===== config.mk =====
export PLATFORM = sky130hd
export DESIGN_NAME = frac_ratio_dsm
export DESIGN_NICKNAME = d
export VERILOG_FILES = /design/src/rtl/frac_ratio_dsm.sv
export SDC_FILE = /design/constraint.sdc
export NUM_CORES = 1
export LEC_CHECK = 0
export ABC_AREA = 0
export BUFFER_PORTS_ARGS = -buffer_cell sky130_fd_sc_hd__buf_2
export CORE_MARGIN = 2
export CORE_UTILIZATION = 30
export CTS_CLUSTER_DIAMETER = 120
export DETAILED_ROUTE_END_ITERATION = 10
export HOLD_SLACK_MARGIN = 0.12
export PLACE_DENSITY = 0.51
export SLEW_MARGIN = 20
export SYNTH_ARGS = -nofsm -noshare
export SYNTH_HDL_FRONTEND = slang
export SYNTH_SLANG_ARGS = --single-unit
export TNS_END_PERCENT = 1

===== constraint.sdc =====
create_clock -name clk -period 5.66 [get_ports clk]
set_input_delay 1.132 -clock clk [delete_from_list [all_inputs] [get_ports clk]]
set_output_delay 1.132 -clock clk [all_outputs]
set_load 0.1 [all_outputs]

===== src/rtl/frac_ratio_dsm.sv =====
module frac_ratio_dsm #(
  parameter int INT_W  = 12,
  parameter int FRAC_W = 20
) (
  input  logic                       clk,
  input  logic                       rst_n,
  input  logic [INT_W+FRAC_W-1:0]    ratio_i,
  input  logic [2:0]                 mod_sel_i,
  input  logic [1:0]                 div_sel_i,
  input  logic                       ref_strobe_i,
  output logic [2*INT_W-1:0]         div_o,
  output logic                       ovf_o,
  output logic                       chg_o
);
  localparam int RW    = INT_W + FRAC_W;
  localparam int CI_W  = 2 * INT_W;
  localparam int CW    = CI_W + FRAC_W;
  localparam int CFG_W = RW + 5;

  logic [CFG_W-1:0]  cfg_in, cfg_q;
  logic [RW-1:0]     ratio_q;
  logic [2:0]        mod_q;
  logic [1:0]        div_q;
  logic [1:0]        lsh, dsh;
  logic [2:0]        rsh;
  logic [CW-1:0]     eff, corr;
  logic [CI_W-1:0]   corr_int;
  logic [FRAC_W-1:0] acc;
  logic [FRAC_W:0]   acc_sum;
  logic              changed;

  assign cfg_in = {ratio_i, mod_sel_i, div_sel_i};
  assign {ratio_q, mod_q, div_q} = cfg_q;
  assign changed = (cfg_in != cfg_q);

  assign lsh = mod_q[2] ? 2'd0 : mod_q[1:0];
  assign rsh = mod_q[2] ? ({1'b0, mod_q[1:0]} + 3'd1) : 3'd0;
  assign dsh = (div_q == 2'b00) ? 2'd2 : (div_q == 2'b01) ? 2'd1 : 2'd0;

  assign eff      = ({{(CW-RW){1'b0}}, ratio_q} << lsh) >> rsh;
  assign corr     = eff << dsh;
  assign corr_int = corr[CW-1:FRAC_W];
  assign ovf_o    = |eff[CW-1:RW];
  assign acc_sum  = {1'b0, acc} + {1'b0, corr[FRAC_W-1:0]};

  always_ff @(posedge clk) begin
    if (!rst_n) begin
      cfg_q <= '0;
      chg_o <= 1'b0;
      acc   <= '0;
      div_o <= '0;
    end else begin
      cfg_q <= cfg_in;
      chg_o <= changed;
      if (changed) begin
        acc <= '0;
      end else if (ref_strobe_i) begin
        acc   <= acc_sum[FRAC_W-1:0];
        div_o <= corr_int + CI_W'(acc_sum[FRAC_W]);
      end
    end
  end


  div_hold_chk: assert property (@(posedge clk) disable iff (!rst_n)
    !$past(ref_strobe_i) |-> $stable(div_o));


  div_range_chk: assert property (@(posedge clk) disable iff (!rst_n)
    (ref_strobe_i && !changed) |=> ((div_o - $past(corr_int)) <= CI_W'(1)));


  acc_restart_chk: assert property (@(posedge clk) disable iff (!rst_n)
    chg_o |-> (acc == '0));


  no_overflow_chk: assert property (@(posedge clk) disable iff (!rst_n)
    mod_q[2] |-> !ovf_o);


  no_spurious_chg_chk: assert property (@(posedge clk) disable iff (!rst_n)
    (cfg_in == cfg_q) |=> !chg_o);
endmodule


After elaboration in Yosys (flattened, before gate mapping) --
Cells that the tools add are included.
Word-level totals: register bits 82, word-level logic and storage cells 22
Cells by class: $add $sub $neg 3, eq/ne operators 2, shift operators 3, multiplexer cells 4, bitwise logic cells 2, reduce and logical (&&, ||, !) cells 4
Operators by type and width (number):
- $shl 32x2->44 | 1
- $shl 44x2->44 | 1
- $shr 44x3->44 | 1
- $ne 37x37->1 | 1
- $add 24x1->24 | 1
- $add 20x20->21 | 1
- $reduce_or 12->1 | 1
- $mux 2 | 2
- $add 2x1->3 const B | 1
- $mux 3 | 1
- $eq 2x1->1 const B | 1
- $logic_not 2->1 | 1
- $not 1->1 | 2
- $reduce_and 2->1 | 1
- $reduce_or 2->1 | 1
- $mux 1 | 1

Depth between registers and ports, before layout --
Gate-level depths: netlist of the first run.
word-level depth 6, gate-level depth with buffers 32, depth with buffers taken out 26

Worst setup path before layout of the first run --
No wires, ideal clock.
path kind flip-flop to flip-flop, start point register cfg_q[3], end point register div_o[14], library setup time 0.091 ns, data arrival time 6.068 ns, required time 5.569 ns, setup slack -0.499 ns, cell stages (with the launch flop) 30, path buffers 4, clock period less this slack 6.159 ns, cell sequence dfxtp_1 -> buf_2 -> clkbuf_1 -> nor2b_1 -> buf_1 -> buf_2 -> mux2i_1 -> mux2i_1 -> a211o_1 -> a32oi_1 -> nor2_1 -> a211oi_1 -> a21oi_1 -> ha_1 -> a211oi_1 -> nor3_1 -> o22a_1 -> a211oi_1 -> o21ai_0 -> and4_1 -> o31ai_1 -> nand2b_1 -> a21o_1 -> ha_1 -> ha_1 -> o31ai_1 -> or3_1 -> nor3_1 -> xor2_1 -> a311oi_1
Between the ends: word-level cells in the longest chain between the ends 6, elaborated cells between the ends (all ways) 11
RTL lines:
- from (decl) | RTL line 20 | logic [CFG_W-1:0] cfg_in, cfg_q;
- from (signal assigned) | RTL line 53 | cfg_q <= cfg_in;
- $add 2x1->3 or $mux 2 (tied branches) | RTL line 37, 36
- $mux 3 or $shl 32x2->44 (tied branches) | RTL line 37, 40
- $shr 44x3->44 | RTL line 40 | assign eff = ({{(CW-RW){1'b0}}, ratio_q} << lsh) >> rsh;
- $shl 44x2->44 | RTL line 41 | assign corr = eff << dsh;
- $add 20x20->21 | RTL line 44 | assign acc_sum = {1'b0, acc} + {1'b0, corr[FRAC_W-1:0]};
- $add 24x1->24 | RTL line 59 | div_o <= corr_int + CI_W'(acc_sum[FRAC_W]);
- to (signal assigned) | RTL line 59
- to (decl) | RTL line 11 | output logic [2*INT_W-1:0] div_o,
Parallel ways exist; a longest one is shown, timed or not. A chain may end at the register's enable or synchronous reset.

Worst setup path in the final report of the first run --
Same ends and word-level chain as after synthesis.

==> impl_metrics.py, run 1 <==
metrics = {
    "synth": {
        "synthAdderAreaFrac": 0.04320,
        "ys_seq_area_frac": 0.2163,
        "post_synth_inst_count": 877,
        "synth-simple-area-share": 0.2074,
        "ys_seq_elements": 77,
        "synth_top_family_by_area": "simple AND/OR/NAND/NOR gates",
        "synth_xor_area_frac": 0.08112,
        "muxShareOfSynthArea": 0.1974,
        "synth_area_per_cell_um2": 8.125,
        "async_flop_share": 0,
        "synth-edff-count": 0,
        "synth_compound_area_frac": 0.2047,
        "synthesis.area_um2": 7126,
        "synth_cell_types": 69,
        "ys.flop_type": "dfxtp_1",
        "yosysWarnings": 0,
    },
    "drt": {
        "antenna_left": 0,
        "routed_wl_mm": 20.55,
        "viasPerCell": 5.233,
        "vias": 6510,
        "first_iter_violations": 520,
        "wl_per_cell_um": 16.52,
        "first_pass_iters": 5,
        "route.detailed.drc": 0,
    },
    "hold_path": {
        "worst_hold_path_type": "reg -> reg",
        "hold_start": "div_o[17]",
        "min_path_cells": 2,
        "holdPathEnd": "div_o[17]",
    },
    "sta": {
        "drv_slew": 0,
        "finalSetupViolations": 0,
        "fmaxAchievable_mhz": 188.6,
        "min_period_ns": 5.303,
        "finalCritPeriodShare": 0.9369,
        "slew_headroom": 0.4039,
        "worstMarginPinSlew_ns": 0.8866,
        "fin_hold_ws_ns": 0.4491,
        "final-hold-violation-count": 0,
        "rsz0062_at_grt": "true",
        "skew_ns": 0.009213,
    },
    "critical_path": {
        "start_kind": "flip-flop",
        "r2r_end": "div_o[14]",
        "worstSetupPathType": "reg -> reg",
        "arrival_ns": 5.55,
        "r2r_start": "cfg_q[3]",
        "path_max_fanout": 11,
        "endpoint_kind": "flip-flop",
        "required_ns": 5.91,
        "rr_worst_depth": 26,
        "ff2ff_setup_slack_ns": 0.36,
    },
    "die": {
        "pin_count": 66,
        "die_w_um": 158.1,
        "core-area_um2": 23400,
        "die-height_um": 158.1,
        "dieArea_um2": 25000,
        "start_util": 0.3045,
        "row_count": 56,
    },
    "finish": {
        "fillerInstances": 2522,
        "post-route-util": 0.3523,
        "design_area_um2": 8245,
        "diodes": 0,
        "final_common_cell": "nor2_1",
        "layout.nets": 984,
        "area_delta_synth_final_pct": 15.72,
        "drive_gt1_frac": 0.2076,
        "mostFrequentLayoutCells": "nor2_1 (98), dfxtp_1 (74), mux2i_1 (62), nand2_1 (61), buf_2 (60)",
    },
    "global_routing": {
        "grt_pass1_vias": 6096,
        "grt_max_degree": 57,
        "antenna_found_initial": 0,
        "globalRouteTotalUtil": 0.1688,
        "grt_pass1_wl_mm": 33.26,
        "overflow": 0,
    },
    "cts": {
        "cts_tree": "done",
        "path_clk_slew_ns": 0.06,
        "htree_levels": 3,
        "cts_buffer_depth": 2,
        "cts_root_buffer": "clkbuf_16",
        "postCtsHoldBufs": 0,
        "clock_latency_ns": 0.35,
        "cts_buffers": 9,
        "cts_sinks": 77,
    },
    "pwr": {
        "p_per_area_nw_per_um2": 208.2,
        "power_frac_clock": 0.364,
        "p_comb_frac": 0.295,
        "p_int_mw": 1.159,
        "power_frac_seq": 0.341,
        "worst_ir_drop_vdd_mv": 0.1230,
        "swShare": 0.3249,
        "p_switching_mw": 0.5576,
        "finalPower_mw": 1.716,
        "leakagePower_nw": 3.353,
    },
    "place": {
        "dpl-instance-area_um2": 7811,
        "gp_congestion": 0.8836,
        "io_buffer_count": 60,
        "dp_hpwl_mm": 15.82,
    },
    "outcome": {
        "status": "completed",
    },
    "flow_run": {
        "drv_cap": 0,
    },
}
per-layer routing:
metal  wire length (um)  up-vias  GRT usage
li1                   -     3285          -
met1              10530     3015     0.2505
met2               8598      189     0.2491
met3               1080       21    0.02765
met4                340        0    0.05019
met5                  0        -          0
cells in the mapped netlist, types with 8 or more instances:
cell	count	area share
ha_1	23	0.040
inv_1	9	0.0047
and2_1	48	0.042
a211oi_1	22	0.023
mux2_2	16	0.025
xor2_1	42	0.052
mux2i_1	64	0.090
nand3_1	14	0.0098
a21oi_1	57	0.040
nor4_1	10	0.0088
a31oi_1	11	0.0097
clkbuf_1	49	0.026
o31ai_1	8	0.0084
nand2_1	61	0.032
o211ai_1	8	0.0084
xnor2_1	24	0.029
o21a_1	8	0.0084
dfxtp_1	77	0.22
o21ai_0	35	0.025
mux4_2	26	0.082
o22ai_1	15	0.013
nor3_1	19	0.013
nand2b_1	15	0.013
a21o_1	11	0.012
nor2_1	98	0.052
worst max-delay path, stage by stage (launching register included):
cell      delay (ns)
dfxtp_2         0.34
nor2b_4         0.16
buf_8           0.16
mux2i_4         0.26
a211oi_1        0.10
a31oi_1         0.26
o211a_1         0.17
a31oi_1         0.06
and2_1          0.21
ha_1            0.22
fa_2            0.44
a211oi_4        0.28
nor3_2          0.09
o22a_1          0.26
a211oi_2        0.23
o21ai_1         0.11
and4_1          0.20
o31ai_2         0.21
nand2b_1        0.08
a21o_1          0.18
ha_1            0.22
ha_1            0.22
o31ai_2         0.08
or3_4           0.19
nor3_1          0.05
xor2_1          0.16
a311oi_1        0.26
cell type report:
class,instances,area [um2],area share
Sequential cell,77,1548,0.1877
Tap cell,319,399.1,0.04841
Timing Repair Buffer,98,600.6,0.07284
Inverter,10,37.54,0.004552
Clock inverter,5,85.08,0.01032
Clock buffer,11,232.7,0.02822
Multi-Input combinational cell,724,5343,0.6480
state kept, by name (all words and copies together) (netlist names):
register / count
chg_o: 1
div_o: 19
cfg_q: 37
acc: 20
worst max path at each step:
| stage | from | endpoint | slack [ns] | cells after the start |
|---|---|---|---|---|
| 5_1_grt | cfg_q[2] | div_o[14] | -0.06 | 27 |
| 3_5_place_dp | cfg_q[2] | div_o[14] | 0.02 | 26 |
| 2_1_floorplan | cfg_q[2] | div_o[14] | 0.03 | 30 |
| 3_3_place_gp | cfg_q[3] | div_o[16] | 0.05 | 26 |
| 4_1_cts | cfg_q[3] | div_o[14] | 0.003 | 26 |
| 6_report | cfg_q[3] | div_o[14] | 0.36 | 26 |
power by group through the flow:
stage                     Sequential, mW  Clock, mW  Combinational, mW
after detailed placement           0.597          0              0.495
after floorplan                    0.585          0              0.383
after global placement             0.597          0              0.498
final                              0.586      0.625              0.506
after global routing               0.589      0.670              0.556
after CTS                          0.584      0.651              0.499
per-stage QoR:
step / setup slack, ns / TNS [ns] / instances
2_1_floorplan: 0.02979 / 0 / 881
3_3_place_gp: 0.05144 / 0 / 1225
3_5_place_dp: 0.01510 / 0 / 1225
4_1_cts: 0.003377 / 0 / 1241
5_1_grt: -0.05761 / -0.1243 / 1244
6_report: 0.3570 / 0 / 1244
repair_timing:
action,CTS,global route
pin swaps,0,9
gates resized for setup,2,21
setup endpoints to repair,1,18
setup buffers,0,3
cells by family after synthesis:
group                      after synthesis
AOI/OAI and AO/OA                      221
xor gates and xnor gates                66
adders and majority gates               24
buffers and inverters                   80
DFF                                     77
muxes                                  106
other                                    1
and+or+nand+nor                        302
No activity file was read; power rests on OpenSTA's default activity.
==> inputs of run 2 (changes only) <==
CORE_ASPECT_RATIO = 0.75   (was not set)
==> run 2 against run 1 <==
Compared with the run above: clock power grew 4.6%; non-clock buffer count grew 8; core utilization grew 0.98 points; clock-buffer cell count shrank 1; fmax grew 0.16%; global-route usage grew 0.63 points; largest power group unchanged; largest cell class unchanged.
==> impl_metrics.py, run 2 (synthesized netlist as in run 1, its figures left out) <==
metrics = {
    "critical_path": {
        "crit_buf_inv": 1,
        "path_max_fanout": 33,
        "crit_slowest_cell": "or4_4",
        "start_kind": "flip-flop",
        "critPathTopFamily": "compound AO/OA/AOI/OAI gates",
        "required_ns": 5.91,
        "worstSetupStartpoint": "cfg_q[4]",
        "endpoint_kind": "flip-flop",
        "worstSetupPathType": "reg -> reg",
        "r2r_start": "cfg_q[4]",
        "arrival_ns": 5.55,
        "cp_slowest_stage_delay_ns": 0.59,
    },
    "global_routing": {
        "globalRouteTotalUtil": 0.1751,
        "grt_max_degree": 49,
        "antenna_found_initial": 0,
        "grt_util_met2": 0.2678,
        "grt_pass1_vias": 6236,
        "grt_pass1_wl_mm": 34.56,
        "use_met1": 0.2530,
        "busiest_layer": "met2",
        "grt.met3_usage": 0.03410,
        "overflow": 0,
    },
    "die": {
        "die_w_um": 182.0,
        "row_count": 48,
        "start_util": 0.3074,
        "dieArea_um2": 25010,
        "pin_count": 66,
        "core-area_um2": 23180,
        "die-height_um": 137.5,
    },
    "sta": {
        "worstMarginPinSlew_ns": 0.8683,
        "drv_slew": 0,
        "min_period_ns": 5.295,
        "fmaxAchievable_mhz": 188.9,
        "finalSetupTns_ns": 0,
        "skew_ns": 0.008230,
        "rsz0062_at_grt": "false",
        "final-hold-violation-count": 0,
        "slew_headroom": 0.4197,
        "finalCritPeriodShare": 0.9355,
        "finalSetupViolations": 0,
        "fin_hold_ws_ns": 0.4596,
    },
    "pwr": {
        "p_per_area_nw_per_um2": 210.2,
        "worst_ir_drop_vdd_mv": 0.1354,
        "finalPower_mw": 1.764,
        "leakagePower_nw": 3.408,
    },
    "finish": {
        "layout.nets": 992,
        "diodes": 0,
        "post-route-util": 0.3621,
        "multi_input_area_um2": 5408,
        "seqCellArea_um2": 1545,
        "top_register": "cfg_q",
        "final_common_cell": "nor2_1",
        "fillerInstances": 2437,
        "largest_register_ffs": 37,
        "drive_gt1_frac": 0.2262,
        "area_delta_synth_final_pct": 17.81,
        "top_regs": "cfg_q x37, acc x20, div_o x19",
        "mostFrequentLayoutCells": "nor2_1 (98), dfxtp_1 (76), buf_2 (61), nand2_1 (60), mux2i_1 (60)",
    },
    "drt": {
        "first_iter_violations": 455,
        "wl_per_cell_um": 17.42,
        "antenna_left": 0,
        "vias": 6677,
        "first_pass_iters": 5,
        "viasPerCell": 5.415,
        "routed_wl_mm": 21.48,
        "route.detailed.drc": 0,
    },
    "cts": {
        "cts_tree": "done",
        "cts_root_buffer": "clkbuf_16",
        "cts_buffer_depth": 2,
        "clock_latency_ns": 0.36,
        "cts_buffers": 9,
        "postCtsHoldBufs": 0,
        "cts_sinks": 77,
        "path_clk_slew_ns": 0.07,
        "htree_levels": 3,
    },
    "hold_path": {
        "hold_start": "div_o[17]",
        "worst_hold_path_type": "reg -> reg",
    },
    "place": {
        "gp_congestion": 0.8826,
        "io_buffer_count": 60,
        "dp_hpwl_mm": 16.20,
    },
    "outcome": {
        "status": "completed",
    },
    "flow_run": {
        "drv_cap": 0,
    },
}
==> run 2: metrics by stage <==
step                worst slack [ns]  area (um2)  cells
finish                        0.3653        8394   1233
floorplan                    0.02979        7204    881
global route                0.007085        8394   1233
CTS                          0.01494        8144   1223
detailed placement          -0.04442        7806   1207
global placement             0.06089        7806   1207
==> run 2: metal layers <==
metal	part of all wire	vias to the layer above	wire, um
met5	0	-	0
met4	0.0093	0	200
met3	0.054	13	1163
met2	0.42	180	9106
met1	0.51	3179	11010
li1	-	3305	-
==> run 2: power breakdown <==
part	internal (mW)	total, mW	switching [mW]
combinational	0.225	0.526	0.301
clock	0.391	0.654	0.263
sequential	0.556	0.585	0.0287
==> run 2: layout make-up <==
cell class / instances / area share
Timing Repair Buffer: 106 / 0.08407
Clock buffer: 10 / 0.02728
Clock inverter: 6 / 0.01118
Multi-Input combinational cell: 724 / 0.6442
Sequential cell: 77 / 0.1841
Inverter: 10 / 0.004472
Tap cell: 300 / 0.04472
==> run 2: final timing paths <==
path | endpoint | slack (ns) | depth (start not counted)
worst max-delay path | div_o[15] | 0.37 | 25
worst min-delay path | div_o[17] | 0.46 | 2
worst max register to register | div_o[15] | 0.37 | 25
worst min register to register | div_o[17] | 0.46 | 2
==> run 2: timing repair <==
action | 4_1_cts | 5_1_grt
endpoints found under the hold margin | 0 | 0
pin swaps | 0 | 11
gates resized for setup | 4 | 40
endpoints found under the setup margin | 2 | 16
gates cloned | 0 | 1
buffers inserted | 0 | 9
==> run 2: tightest hold or removal path, cell delays in order, from the launching register on <==
cell and delay (ns):
dfxtp_1 0.31, nand2_1 0.05, a21oi_1 0.05
